File: src/rtl/txn_wbuf_pkg.sv
// Shared types for the transactional store buffer.
package txn_wbuf_pkg;

    // Processor request codes; the encoding is visible on req_op.
    typedef enum logic [1:0] {
        OP_LOAD   = 2'b00,
        OP_STORE  = 2'b01,
        OP_COMMIT = 2'b10,
        OP_ABORT  = 2'b11
    } op_e;

    // Controller phase.
    typedef enum logic {
        PH_RUN   = 1'b0,
        PH_DRAIN = 1'b1
    } phase_e;

endpackage

File: src/rtl/wbuf_slots.sv
// Associative slot array for speculative stores.
// Does: holds DEPTH address/data pairs filled in allocation order, answers
// an address lookup, updates a hit slot or appends a new one, empties in
// one cycle, and offers a read port indexed by slot for the drain.
// Assumes: the caller never asserts wr_en for a miss while full.
module wbuf_slots #(
    parameter int AW    = 8,
    parameter int DW    = 16,
    parameter int DEPTH = 8,
    localparam int IW   = (DEPTH > 1) ? $clog2(DEPTH) : 1,
    localparam int CW   = $clog2(DEPTH + 1)
) (
    input  logic          clk,
    input  logic          rst_n,
    input  logic [AW-1:0] addr,
    input  logic [DW-1:0] wdata,
    input  logic          wr_en,
    input  logic          clear,
    input  logic [IW-1:0] rd_idx,
    output logic          hit,
    output logic [DW-1:0] hit_data,
    output logic          full,
    output logic [CW-1:0] cnt,
    output logic [AW-1:0] rd_addr,
    output logic [DW-1:0] rd_data
);

    logic [AW-1:0] slot_addr [DEPTH];
    logic [DW-1:0] slot_data [DEPTH];
    logic [DEPTH-1:0] slot_vld;
    logic [DEPTH-1:0] match;
    logic [IW-1:0] hit_idx;
    logic [IW-1:0] tail_idx;

    // Per-slot address comparators.
    generate
        for (genvar g = 0; g < DEPTH; g++) begin : g_cmp
            assign match[g] = slot_vld[g] && (slot_addr[g] == addr);
        end
    endgenerate

    // Encode the matching slot (at most one matches).
    always_comb begin
        hit_idx = '0;
        for (int i = 0; i < DEPTH; i++) begin
            if (match[i]) hit_idx = IW'(i);
        end
    end

    assign hit      = |match;
    assign hit_data = slot_data[hit_idx];
    assign full     = (cnt == CW'(DEPTH));
    assign tail_idx = cnt[IW-1:0];
    assign rd_addr  = slot_addr[rd_idx];
    assign rd_data  = slot_data[rd_idx];

    // Occupancy: valid bits and fill count.
    always_ff @(posedge clk) begin
        if (!rst_n || clear) begin
            slot_vld <= '0;
            cnt      <= '0;
        end else if (wr_en && !hit) begin
            slot_vld[tail_idx] <= 1'b1;
            cnt                <= cnt + 1'b1;
        end
    end

    // Payload: overwrite a hit slot or append at the tail.
    always_ff @(posedge clk) begin
        if (wr_en && !clear) begin
            if (hit) begin
                slot_data[hit_idx] <= wdata;
            end else begin
                slot_addr[tail_idx] <= addr;
                slot_data[tail_idx] <= wdata;
            end
        end
    end

endmodule

File: src/rtl/wbuf_ctrl.sv
// Transaction controller for the store buffer.
// Does: accepts requests while running, routes stores into the slots,
// turns a store that finds no room into an overflow abort, sequences the
// commit drain one slot per cycle and raises the end-of-transaction pulses.
// Assumes: the slot array reports hit/full/cnt for the current req_addr.
module wbuf_ctrl
    import txn_wbuf_pkg::*;
#(
    parameter int DEPTH = 8,
    localparam int IW   = (DEPTH > 1) ? $clog2(DEPTH) : 1,
    localparam int CW   = $clog2(DEPTH + 1)
) (
    input  logic          clk,
    input  logic          rst_n,
    input  logic          req_valid,
    input  logic [1:0]    req_op,
    input  logic          hit,
    input  logic          full,
    input  logic [CW-1:0] cnt,
    output logic          req_ready,
    output logic          load_acc,
    output logic          wr_en,
    output logic          clear,
    output logic [IW-1:0] drain_idx,
    output logic          busy,
    output logic          rsp_valid,
    output logic          done,
    output logic          aborted,
    output logic          overflow
);

    phase_e phase;
    logic   acc;
    logic   is_st;
    logic   is_cm;
    logic   is_ab;
    logic   ovf_now;
    logic   drain_last;
    logic   cm_empty;

    // Decode the accepted request.
    always_comb begin
        acc        = req_valid && (phase == PH_RUN);
        load_acc   = acc && (req_op == OP_LOAD);
        is_st      = acc && (req_op == OP_STORE);
        is_cm      = acc && (req_op == OP_COMMIT);
        is_ab      = acc && (req_op == OP_ABORT);
        ovf_now    = is_st && !hit && full;
        wr_en      = is_st && (hit || !full);
        cm_empty   = is_cm && (cnt == '0);
        drain_last = (phase == PH_DRAIN) && ({1'b0, drain_idx} == CW'(cnt - 1'b1));
        clear      = is_ab || ovf_now || drain_last;
    end

    assign req_ready = (phase == PH_RUN);
    assign busy      = (phase == PH_DRAIN);

    // Phase and drain pointer sequencing.
    always_ff @(posedge clk) begin
        if (!rst_n) begin
            phase     <= PH_RUN;
            drain_idx <= '0;
        end else if (phase == PH_RUN) begin
            drain_idx <= '0;
            if (is_cm && !cm_empty) phase <= PH_DRAIN;
        end else if (drain_last) begin
            phase     <= PH_RUN;
            drain_idx <= '0;
        end else begin
            drain_idx <= drain_idx + 1'b1;
        end
    end

    // Registered one-cycle status pulses and the load response strobe.
    always_ff @(posedge clk) begin
        if (!rst_n) begin
            rsp_valid <= 1'b0;
            done      <= 1'b0;
            aborted   <= 1'b0;
            overflow  <= 1'b0;
        end else begin
            rsp_valid <= load_acc;
            done      <= is_ab || ovf_now || cm_empty || drain_last;
            aborted   <= is_ab || ovf_now;
            overflow  <= ovf_now;
        end
    end

endmodule

File: src/rtl/txn_wbuf.sv
// Transactional store buffer, top level.
// Does: keeps one transaction's stores out of memory until commit, serves
// loads from the buffer or memory, drains on commit, discards on abort.
// Assumes: memory reads are combinational on mem_raddr/mem_rdata and the
// memory accepts one write per cycle on mem_we.
module txn_wbuf
    import txn_wbuf_pkg::*;
#(
    parameter int AW    = 8,
    parameter int DW    = 16,
    parameter int DEPTH = 8
) (
    input  logic          clk,
    input  logic          rst_n,
    input  logic          req_valid,
    input  logic [1:0]    req_op,
    input  logic [AW-1:0] req_addr,
    input  logic [DW-1:0] req_wdata,
    output logic          req_ready,
    output logic          rsp_valid,
    output logic [DW-1:0] rsp_data,
    output logic [AW-1:0] mem_raddr,
    input  logic [DW-1:0] mem_rdata,
    output logic          mem_we,
    output logic [AW-1:0] mem_waddr,
    output logic [DW-1:0] mem_wdata,
    output logic          busy,
    output logic          done,
    output logic          aborted,
    output logic          overflow
);

    localparam int IW = (DEPTH > 1) ? $clog2(DEPTH) : 1;
    localparam int CW = $clog2(DEPTH + 1);

    logic          hit;
    logic          full;
    logic [CW-1:0] cnt;
    logic [DW-1:0] hit_data;
    logic          wr_en;
    logic          clear;
    logic          load_acc;
    logic [IW-1:0] drain_idx;

    wbuf_slots #(.AW(AW), .DW(DW), .DEPTH(DEPTH)) u_slots (
        .clk      (clk),
        .rst_n    (rst_n),
        .addr     (req_addr),
        .wdata    (req_wdata),
        .wr_en    (wr_en),
        .clear    (clear),
        .rd_idx   (drain_idx),
        .hit      (hit),
        .hit_data (hit_data),
        .full     (full),
        .cnt      (cnt),
        .rd_addr  (mem_waddr),
        .rd_data  (mem_wdata)
    );

    wbuf_ctrl #(.DEPTH(DEPTH)) u_ctrl (
        .clk       (clk),
        .rst_n     (rst_n),
        .req_valid (req_valid),
        .req_op    (req_op),
        .hit       (hit),
        .full      (full),
        .cnt       (cnt),
        .req_ready (req_ready),
        .load_acc  (load_acc),
        .wr_en     (wr_en),
        .clear     (clear),
        .drain_idx (drain_idx),
        .busy      (busy),
        .rsp_valid (rsp_valid),
        .done      (done),
        .aborted   (aborted),
        .overflow  (overflow)
    );

    assign mem_raddr = req_addr;
    assign mem_we    = busy;

    // Capture the load result: buffered data wins over memory.
    always_ff @(posedge clk) begin
        if (!rst_n) begin
            rsp_data <= '0;
        end else if (load_acc) begin
            rsp_data <= hit ? hit_data : mem_rdata;
        end
    end

endmodule

File: config.mk
export PLATFORM = sky130hd
export DESIGN_NAME = txn_wbuf
export DESIGN_NICKNAME = d
export VERILOG_FILES = /design/src/rtl/txn_wbuf_pkg.sv /design/src/rtl/wbuf_slots.sv /design/src/rtl/wbuf_ctrl.sv /design/src/rtl/txn_wbuf.sv
export SDC_FILE = /design/constraint.sdc
export NUM_CORES = 1
export LEC_CHECK = 0
export ABC_AREA = 1
export BUFFER_PORTS_ARGS = -buffer_cell sky130_fd_sc_hd__buf_2
export CORE_MARGIN = 4
export CORE_UTILIZATION = 25
export CTS_BUF_LIST = sky130_fd_sc_hd__clkbuf_16
export CTS_CLUSTER_SIZE = 16
export DETAILED_ROUTE_END_ITERATION = 6
export PLACE_DENSITY = 0.5
export SLEW_MARGIN = 25
export SYNTH_ARGS = -nofsm -noshare
export SYNTH_HDL_FRONTEND = slang
export SYNTH_HIERARCHICAL = 1
export SYNTH_SLANG_ARGS = --single-unit
File: constraint.sdc
create_clock -name clk -period 3.7 [get_ports clk]
set_clock_uncertainty 0.2 [all_clocks]
set_input_delay 0.185 -clock clk [delete_from_list [all_inputs] [get_ports clk]]
set_output_delay 0.185 -clock clk [all_outputs]
set_load 0.005 [all_outputs]
==> impl_metrics.tcl <==
set metrics [dict create \
    hold_violations 0 \
    powerDensity_nw_per_um2 390 \
    fin_crit_ns 3.50 \
    max_freq_mhz 286 \
    dp_hpwl_um 25100 \
    grt_max_degree 84 \
    max-vdd-ir-drop_mv 0.281 \
    final_cell_area_sq_um 14800 \
    clock_latency_ns 0.55 \
    via_count 10400 \
    dpl-instance-area_sq_um 13400 \
    crit_path_frequent_cell "nand2_1" \
    antenna_found_initial 0 \
    wl_um 38600 \
    drc_errors 0 \
    numCtsBuffers 27 \
    die_y_um 229 \
    io-pin-count 100 \
    required_ns 3.74 \
    relSlewSlack_pct 40.2 \
    hold_class "input port to flip-flop" \
    initial_core_util_pct 25.4 \
    rr_startpoint "u_slots/slot_addr[6][3]$_DFFE_PP_" \
    grt_pass1_wl_um 59600 \
    period_share_pct 94.6 \
    drv_slew 0 \
    worstMarginPinSlew_ns 0.897 \
    min_from "req_wdata[9]" \
    run_status "finished, final reports clean" \
    ant_nets 0 \
    cp-startpoint "req_addr[5]" \
    synth.ff_latch_count 228 \
    synth_area_sq_um 12200 \
    grt_pass1_vias 9936 \
    antenna_cells 0 \
    synth_nets 1493 \
    die_x_um 229 \
    tritoncts "yes" \
    postCtsSetupRepairBufs 0 \
    die_area_sq_um 52300 \
    htree_levels 1 \
    first_iter_violations 949 \
    yosysUniqueCellTypes 42 \
    num_rows 80 \
    cp.arrival_ns 3.54 \
    clkTransAtPathRegs_ns 0.06 \
    max_cap_viol_count 0 \
    overflow 0 \
    port_buffers 99 \
    final_nets 1637 \
    wl_per_cell_um 17.3 \
    total_leakage_power_nw 6.25 \
    viasPerCell 4.67 \
    grt.total_usage_pct 14.3 \
    gp_congestion 0.867 \
    cts-root-buf "clkbuf_16" \
    max_stage_delay_ns 0.54 \
    clkSinkCount 228 \
    critPathKind "input port to flip-flop" \
    start_kind "input port" \
    cts_buffer_depth 3 \
    syn_area_per_cell_sq_um 8.43 \
    area_delta_synth_final_pct 21.5 \
    critPathMaxFanout 13 \
    ys.warnings.count 6 \
    core_sq_um 47900 \
    end_kind "flip-flop" \
    fillers 5023 \
    timing.hold.ws_ns 0.265 \
    dr.pass1.iters 6 \
    ys_seq_area_share_pct 53.3 \
    crit_slowest_cell "dlygate4sd3_1" \
    setup_viol 0 \
    synthCells 1444 \
    drive_above_1_share_pct 15.9 \
    cp_cell_sequence "dlygate4sd3_1 -> buf_2 -> inv_2 -> nand2_1 -> nand2_1 -> inv_1 -> nand2_1 -> nor2_1 -> nand3_1 -> nand2_1 -> nor2_2 -> nand2_2 -> inv_1 -> nand2_1 -> nand2_1 -> nand2_1 -> nand2_1 -> nor2_1 -> buf_4 -> a31oi_1 -> nand3_1 -> nor2_4 -> buf_4" \
]
## through the flow
stage               cells  setup slack, ns   TNS, ns  total power (W)  utilization, %
global route         2224         -0.00122  -0.00240          0.00599            30.9
global placement     2128            0.223         0          0.00315            28.0
CTS                  2224            0.175         0          0.00585            30.8
finish               2224            0.200         0          0.00578            30.9
floorplan            1444           0.0522         0          0.00301               -
detailed placement   2128            0.141         0          0.00315            28.0
## cell type report
class | instances | area [sq um] | share of cell area, %
clock buffer | 27 | 676 | 4.57
inverter | 223 | 842 | 5.69
sequential | 228 | 6490 | 43.8
timing repair buffer | 206 | 1470 | 9.96
tap | 615 | 769 | 5.20
clock inverter | 23 | 203 | 1.37
multi-input combinational | 902 | 4350 | 29.4
## timing repair
action,CTS,global route
resized for setup,0,9
hold buffers,46,0
setup endpoints to repair,0,100
hold endpoints to repair,220,0
## state kept, by name, summed over array words and instances (netlist names)
register	count
rsp_data	16
u_ctrl/aborted	1
u_ctrl/busy	1
u_ctrl/done	1
u_ctrl/drain_idx	3
u_ctrl/overflow	1
u_ctrl/rsp_valid	1
u_slots/cnt	4
u_slots/slot_addr	64
u_slots/slot_data	128
u_slots/slot_vld	8
## cells in the mapped netlist, drive strengths merged
library cell    n  area (sq um)
a211oi          2          15.0
a21oi          92           468
a221oi         17           149
a31oi          25           156
buf            59           427
clkbuf         32           120
clkinv          2          7.51
dfxtp          36           721
edfxtp        192          5770
ha              4          50.1
inv           221           835
nand2         337          1310
nand3         165           836
nand4          10          62.6
nor2          101           404
nor3           11          65.1
nor4            1          6.26
o2111ai         3          26.3
o211ai          1          7.51
o21a            1          7.51
o21ai         101           505
o21bai          1          7.51
o22ai           9          56.3
or2             6          37.5
xnor2           4          35.0
xor2           11          96.3
## power breakdown
part	total [W]	switching, W	leakage (nW)	internal, W
registers	0.00281	0.0000106	2.02	0.00280
logic	0.000317	0.000188	3.79	0.000130
clock network	0.00265	0.00111	0.434	0.00154
## placed cells by master, fill, tap and decap left out, types with 5 or more instances in the layout
cell / count
clkinv_2: 6
a21oi_1: 90
nor3_1: 7
nand4_1: 10
nand2_1: 320
dfxtp_1: 35
o21ai_0: 97
inv_1: 214
buf_4: 55
xor2_1: 11
o22ai_1: 9
a31oi_1: 25
edfxtp_1: 192
nand3_1: 162
nor2_2: 6
clkbuf_16: 27
buf_2: 98
nor2_1: 90
clkinv_1: 5
a221oi_1: 17
dlygate4sd3_1: 46
nand2_2: 16
inv_2: 10
nor2_4: 5
## kinds of logic (layout without fill, tap and decap cells)
kind of cell / after synthesis / in the layout / synth area share, %
buf+inv: 314 / 479 / 11.4
xor+xnor: 15 / 15 / 1.08
compound gates: 252 / 252 / 11.5
flops: 228 / 228 / 53.3
fa+ha+maj: 4 / 4 / 0.411
simple gates: 631 / 631 / 22.4
## layer usage
metal,vias to the layer above,track usage (%),part of all wire [%]
met1,4890,20.2,47
met3,61,2.23,6.0
met4,0,4.17,2.4
met5,-,0,0
met2,351,22.7,45
li1,5084,-,-
## critical path, delay by kind of cell
kind | cells | cell delay, ns
buffers and inverters | 7 | 1.42
AO/OA/AOI/OAI | 1 | 0.26
AND/OR/NAND/NOR | 15 | 1.67
## worst paths after layout
check	to	slack (ns)	cells after the start
max reg2reg	u_slots/slot_data[0][5]$_DFFE_PP_	0.22	19
max	u_slots/slot_data[0][5]$_DFFE_PP_	0.20	23
min reg2reg	u_slots/slot_vld[4]$_SDFFE_PP0P_	0.27	2
min	u_slots/slot_data[1][9]$_DFFE_PP_	0.27	2
No activity file was read; power rests on OpenSTA's default activity.
